$ cat config.mk
export PLATFORM = sky130hd
export DESIGN_NAME = burst_col_gen
export DESIGN_NICKNAME = d
export VERILOG_FILES = /design/src/rtl/bcg_pkg.sv /design/src/rtl/bcg_len_decode.sv /design/src/rtl/bcg_seq_ctrl.sv /design/src/rtl/bcg_addr_map.sv /design/src/rtl/burst_col_gen.sv
export SDC_FILE = /design/constraint.sdc
export NUM_CORES = 1
export LEC_CHECK = 0
export BUFFER_PORTS_ARGS = -buffer_cell sky130_fd_sc_hd__buf_2
export CAP_MARGIN = 20
export CORE_MARGIN = 2
export CORE_UTILIZATION = 59
export DETAILED_ROUTE_END_ITERATION = 10
export PLACE_DENSITY = 0.95
export SLEW_MARGIN = 25
export SYNTH_ARGS = -nofsm -noshare
export SYNTH_HDL_FRONTEND = slang
export SYNTH_SLANG_ARGS = --single-unit
$ cat constraint.sdc
create_clock -name clk -period 4.07 [get_ports clk]
set_input_delay 0.2035 -clock clk [delete_from_list [all_inputs] [get_ports clk]]
set_output_delay 0.2035 -clock clk [all_outputs]
set_load 0.01 [all_outputs]
$ cat src/rtl/bcg_pkg.sv
// Shared encodings for the burst column generator.
// Assumes: length codes 4..6 are reserved and treated as single beat.
package bcg_pkg;
    typedef enum logic [2:0] {
        BL_1    = 3'd0,
        BL_2    = 3'd1,
        BL_4    = 3'd2,
        BL_8    = 3'd3,
        BL_PAGE = 3'd7
    } blen_code_e;

    typedef enum logic {
        WRAP_SEQ = 1'b0,
        WRAP_ILV = 1'b1
    } wrap_e;
endpackage

$ cat src/rtl/bcg_len_decode.sv
// Turns a length code plus the write and single-write flags into a wrap
// mask (BL-1) and a full-page flag.
// Assumes: COL_W >= 3 so that an 8-beat mask fits.
module bcg_len_decode #(
    parameter int COL_W = 9
) (
    input  logic [2:0]       code_i,
    input  logic             wr_i,
    input  logic             bsw_i,
    output logic [COL_W-1:0] mask_o,
    output logic             page_o
);
    import bcg_pkg::*;

    // Length selection; single-write forces a one-beat write.
    always_comb begin
        mask_o = '0;
        page_o = 1'b0;
        if (!(wr_i && bsw_i)) begin
            case (code_i)
                BL_2:    mask_o = COL_W'(1);
                BL_4:    mask_o = COL_W'(3);
                BL_8:    mask_o = COL_W'(7);
                BL_PAGE: begin
                    mask_o = '1;
                    page_o = 1'b1;
                end
                default: mask_o = '0;
            endcase
        end
    end
endmodule

$ cat src/rtl/bcg_seq_ctrl.sv
// Burst state: captures the request on start, counts beats, and ends the
// burst on the last beat or on terminate. A new start always takes over.
// Assumes: a full-page burst counts modulo 2**COL_W and never ends by itself.
module bcg_seq_ctrl #(
    parameter int COL_W = 9
) (
    input  logic             clk,
    input  logic             rst_n,
    input  logic             start_i,
    input  logic             term_i,
    input  logic [COL_W-1:0] col_i,
    input  logic             wrap_i,
    input  logic [COL_W-1:0] mask_i,
    input  logic             page_i,
    output logic             active_o,
    output logic [COL_W-1:0] cnt_o,
    output logic [COL_W-1:0] base_o,
    output logic [COL_W-1:0] mask_o,
    output logic             ilv_o,
    output logic             last_o
);
    import bcg_pkg::*;

    logic page_q;

    // Final beat of a fixed-length burst.
    assign last_o = active_o && !page_q && (cnt_o == mask_o);

    // Request capture and beat counting.
    always_ff @(posedge clk) begin
        if (!rst_n) begin
            active_o <= 1'b0;
            cnt_o    <= '0;
            base_o   <= '0;
            mask_o   <= '0;
            ilv_o    <= 1'b0;
            page_q   <= 1'b0;
        end else if (start_i) begin
            active_o <= 1'b1;
            cnt_o    <= '0;
            base_o   <= col_i;
            mask_o   <= mask_i;
            ilv_o    <= (wrap_i == WRAP_ILV) && !page_i;
            page_q   <= page_i;
        end else if (active_o) begin
            if (term_i || last_o) begin
                active_o <= 1'b0;
            end else begin
                cnt_o <= cnt_o + COL_W'(1);
            end
        end
    end

    // a start loads beat 0 from the requested column
    a_r2_start_loads: assert property (@(posedge clk) disable iff (!rst_n)
        start_i |=> (active_o && cnt_o == '0 && base_o == $past(col_i)));

    // terminate without start ends the burst
    a_r8_term_ends: assert property (@(posedge clk) disable iff (!rst_n)
        (active_o && term_i && !start_i) |=> !active_o);

    // nothing follows the last beat
    a_r6_last_ends: assert property (@(posedge clk) disable iff (!rst_n)
        (last_o && !start_i) |=> !active_o);

    // full page keeps stepping until stopped
    a_r7_page_runs: assert property (@(posedge clk) disable iff (!rst_n)
        (active_o && page_q && !term_i && !start_i)
            |=> (active_o && cnt_o == $past(cnt_o) + COL_W'(1)));

    // captured request fields do not move during a burst
    a_r10_hold: assert property (@(posedge clk) disable iff (!rst_n)
        (active_o && !start_i) |=> ($stable(base_o) && $stable(mask_o) && $stable(ilv_o)));
endmodule

$ cat src/rtl/bcg_addr_map.sv
// Forms the column of the current beat from the captured start column and
// the beat count: bits under the mask follow the wrap rule, the rest stay.
// Assumes: mask is a run of ones from bit 0 (BL-1).
module bcg_addr_map #(
    parameter int COL_W = 9
) (
    input  logic [COL_W-1:0] base_i,
    input  logic [COL_W-1:0] cnt_i,
    input  logic [COL_W-1:0] mask_i,
    input  logic             ilv_i,
    output logic [COL_W-1:0] col_o
);
    logic [COL_W-1:0] sum;
    logic [COL_W-1:0] flip;

    // Sequential and interleaved candidates; carries only move upward.
    assign sum  = base_i + cnt_i;
    assign flip = base_i ^ cnt_i;

    for (genvar b = 0; b < COL_W; b++) begin : g_bit
        // Per-bit selection between wrapped and fixed column bits.
        assign col_o[b] = mask_i[b] ? (ilv_i ? flip[b] : sum[b]) : base_i[b];
    end
endmodule

$ cat src/rtl/burst_col_gen.sv
// Top of the burst column generator: decodes the length, runs the burst
// state and forms one column address per clock.
// Assumes: outputs appear the cycle after the start request edge.
module burst_col_gen #(
    parameter int COL_W = 9
) (
    input  logic             clk,
    input  logic             rst_n,
    input  logic             start_i,
    input  logic [COL_W-1:0] col_i,
    input  logic [2:0]       blen_i,
    input  logic             wrap_i,
    input  logic             wr_i,
    input  logic             bsw_i,
    input  logic             term_i,
    output logic [COL_W-1:0] col_o,
    output logic             valid_o,
    output logic             last_o
);
    logic [COL_W-1:0] dec_mask;
    logic             dec_page;
    logic [COL_W-1:0] cnt;
    logic [COL_W-1:0] base;
    logic [COL_W-1:0] mask_q;
    logic             ilv;

    bcg_len_decode #(.COL_W(COL_W)) len_i (
        .code_i (blen_i),
        .wr_i   (wr_i),
        .bsw_i  (bsw_i),
        .mask_o (dec_mask),
        .page_o (dec_page)
    );

    bcg_seq_ctrl #(.COL_W(COL_W)) ctrl_i (
        .clk      (clk),
        .rst_n    (rst_n),
        .start_i  (start_i),
        .term_i   (term_i),
        .col_i    (col_i),
        .wrap_i   (wrap_i),
        .mask_i   (dec_mask),
        .page_i   (dec_page),
        .active_o (valid_o),
        .cnt_o    (cnt),
        .base_o   (base),
        .mask_o   (mask_q),
        .ilv_o    (ilv),
        .last_o   (last_o)
    );

    bcg_addr_map #(.COL_W(COL_W)) map_i (
        .base_i (base),
        .cnt_i  (cnt),
        .mask_i (mask_q),
        .ilv_i  (ilv),
        .col_o  (col_o)
    );

    // last flag only on a valid beat
    a_r6_last_valid: assert property (@(posedge clk) disable iff (!rst_n)
        last_o |-> valid_o);

    // bits above the wrap group stay fixed between beats
    a_r4_upper_hold: assert property (@(posedge clk) disable iff (!rst_n)
        (valid_o && $past(valid_o) && !$past(start_i))
            |-> (((col_o ^ $past(col_o)) & ~mask_q) == '0));

    // single-write write request is one beat long
    a_r9_single_write: assert property (@(posedge clk) disable iff (!rst_n)
        (start_i && wr_i && bsw_i) |=> last_o);
endmodule

==> results_dict.tcl <==
set metrics [dict create \
    yosysSeqAreaShare 0.3084 \
    synth.avg_cell_area_um2 8.496 \
    layout_worst_path_cycle_share 0.6846 \
    critical_path_class "reg -> out" \
    cp_max_fo 6 \
    wl_um 3417 \
    min_to "ctrl_i.base_o[7]" \
    multi_input_area_um2 1074 \
    rows 19 \
    cts-root-buf "clkbuf_4" \
    rr_endpoint "ctrl_i.cnt_o[0]" \
    dp_slack_ns 1.715 \
    path_cells "ha_1, fa_1, a211oi_1, o21ai_0, a41o_1, a21oi_1, xnor2_1, buf_2" \
    grt_max_degree 19 \
    ir_worst_vdd_mv 0.2586 \
    start_kind "register" \
    hp-class "in -> reg" \
    holdBufCountCts 0 \
    core_area_um2 2686 \
    numCtsBuffers 3 \
    vias 1478 \
    worst_pin_slew_ns 0.9229 \
    arrival_ns 2.58 \
    synthesis.nets 220 \
    seq_area_um2 500.5 \
    ys_types 44 \
    fmax_mhz 358.9 \
    drc_errors 0 \
    utilization 0.6702 \
    setup.worst_path.start "ctrl_i.cnt_o[0]" \
    wire_per_inst_um 13.78 \
    synth.yosys.warnings 0 \
    skew_ns 0.008598 \
    cts_max_level 1 \
    track_usage 0.2216 \
    diodes 0 \
    tritoncts "done" \
    synth_ff_type "dfxtp_1" \
    antenna_found_initial 0 \
    ys_seq_elements 25 \
    cts.sinks 25 \
    final_cell_mix "29 x buf_2, 25 x dfxtp_1, 16 x nand2_1, 14 x a21oi_1" \
    rrSetupSlack_ns 1.86 \
    grt_pass1_wl_um 5582 \
    routed_via_density 5.960 \
    syn_inst 191 \
    slowest_delay_ns 0.42 \
    drv_cap 0 \
    first_pass_iters 4 \
    p_leak_nw 0.7716 \
    slowest_stage "fa_1" \
    reg2reg_depth 5 \
    mostFrequentLayoutCell "buf_2" \
    finalSetupViolations 0 \
    clk_pin_slew_ns 0.14 \
    worstSetupEndpointType "output pin" \
    synth_edf_count 0 \
    slew_headroom 0.3848 \
    finalHoldViolCount 0 \
    pwr_density_cell_nw_per_um2 251.6 \
    r2r_start "ctrl_i.cnt_o[3]" \
    fin_ws_ns 1.284 \
    portBuffers 29 \
    finalMaxSlewViolations 0 \
    finalPower_mw 0.4530 \
    rsz0062_at_grt "no" \
    async_reset_ff_frac 0 \
    initial_core_util 0.6041 \
    setup-tns-final_ns 0 \
    hold_depth 3 \
    cts_max_path_buffers 2 \
    drt_iter0_drc 26 \
    ios 30 \
    hpwl_um 2600 \
    critPathRequiredTime_ns 3.87 \
    nets 247 \
    fp.dieW_um 56.45 \
    drive_gt1_frac 0.1982 \
    die_h_um 56.45 \
    area_growth_pct 10.95 \
    nFillCells 246 \
    min_from "col_i[7]" \
    stdcell_area_um2 1800 \
    period_needed_ns 2.786 \
    worstSkewPairLatency_ns 0.33 \
    placed_area_um2 1773 \
    ant_nets 0 \
    cts_resized 0 \
    die_area_um2 3186 \
    grt_pass1_vias 1314 \
    cts_setup_buffers 0 \
    overflow 0 \
    status "completed" \
    synth_area_um2 1623 \
    place.gp.congestion 0.8499 \
]
state kept, by name (all words and copies together) (netlist names):
name,flops
ctrl_i.cnt_o,9
ctrl_i.base_o,9
ctrl_i.ilv_o,1
ctrl_i.active_o,1
ctrl_i.page_q,1
ctrl_i.mask_o,4
worst max-delay path by stage:
stage                          end  slack [ns]
after floorplan           col_o[8]        1.92
after global placement    col_o[8]        1.75
after detailed placement  col_o[8]        1.72
after CTS                 col_o[8]        1.30
after global routing      col_o[8]        1.12
final                     col_o[8]        1.28
where the power goes:
| part | switching, mW | total, mW | internal (mW) | leakage (nW) |
|---|---|---|---|---|
| registers | 0.0102 | 0.264 | 0.253 | 0.204 |
| clock network | 0.0774 | 0.114 | 0.0370 | 0.0177 |
| logic | 0.0405 | 0.0750 | 0.0346 | 0.550 |
| total | 0.128 | 0.453 | 0.325 | 0.772 |
through the flow:
step / hold slack, ns / std cells
2_1_floorplan: 0.3434 / 191
3_3_place_gp: 0.4381 / 244
3_5_place_dp: 0.4458 / 244
4_1_cts: 0.1235 / 248
5_1_grt: 0.1244 / 248
6_report: 0.1242 / 248
layout make-up:
class	instances	area share
Sequential cell	25	0.2780
Multi-Input combinational cell	155	0.5962
Timing Repair Buffer	29	0.08061
Clock inverter	1	0.002780
Tap cell	31	0.02154
Clock buffer	3	0.01251
Inverter	4	0.008339
cells in the mapped netlist (4+ instances only):
library cell	n	area, µm²
or3_1	4	25.02
o21ai_0	12	60.06
nand2_1	16	60.06
or4_1	5	37.54
ha_1	9	112.6
nor2_1	11	41.29
a21oi_1	14	70.07
o31ai_1	4	30.03
nor2b_1	12	75.07
nand3_1	7	35.03
xnor2_1	5	43.79
mux2i_1	11	110.1
dfxtp_1	25	500.5
clkbuf_1	5	18.77
o21ai_1	4	20.02
inv_1	4	15.01
kinds of logic (layout without fill, tap and decap cells):
family                   Yosys count  count (layout)  share of synthesized area
buffers and inverters             11              37                    0.03007
XOR/XNOR                           8               8                    0.04318
adder cells (fa/ha/maj)           10              10                    0.08173
AO/OA/AOI/OAI                     55              55                     0.2236
multiplexers                      12              12                    0.07479
flip-flops                        25              25                     0.3084
AND/OR/NAND/NOR                   70              70                     0.2382
worst max-delay path, delay by kind of cell (launching register included):
family | cells | cell delay, ns
buf+inv | 1 | 0.14
flops | 1 | 0.39
compound gates | 4 | 0.90
xor+xnor | 1 | 0.13
fa+ha+maj | 2 | 0.69
layer usage:
metal / up-vias / share of wire / GRT usage
li1: 759 / - / -
met1: 680 / 0.46 / 0.2618
met2: 32 / 0.48 / 0.3771
met3: 7 / 0.042 / 0.04839
met4: 0 / 0.018 / 0.1054
met5: - / 0 / 0
Power figures use the tool's default switching activity.
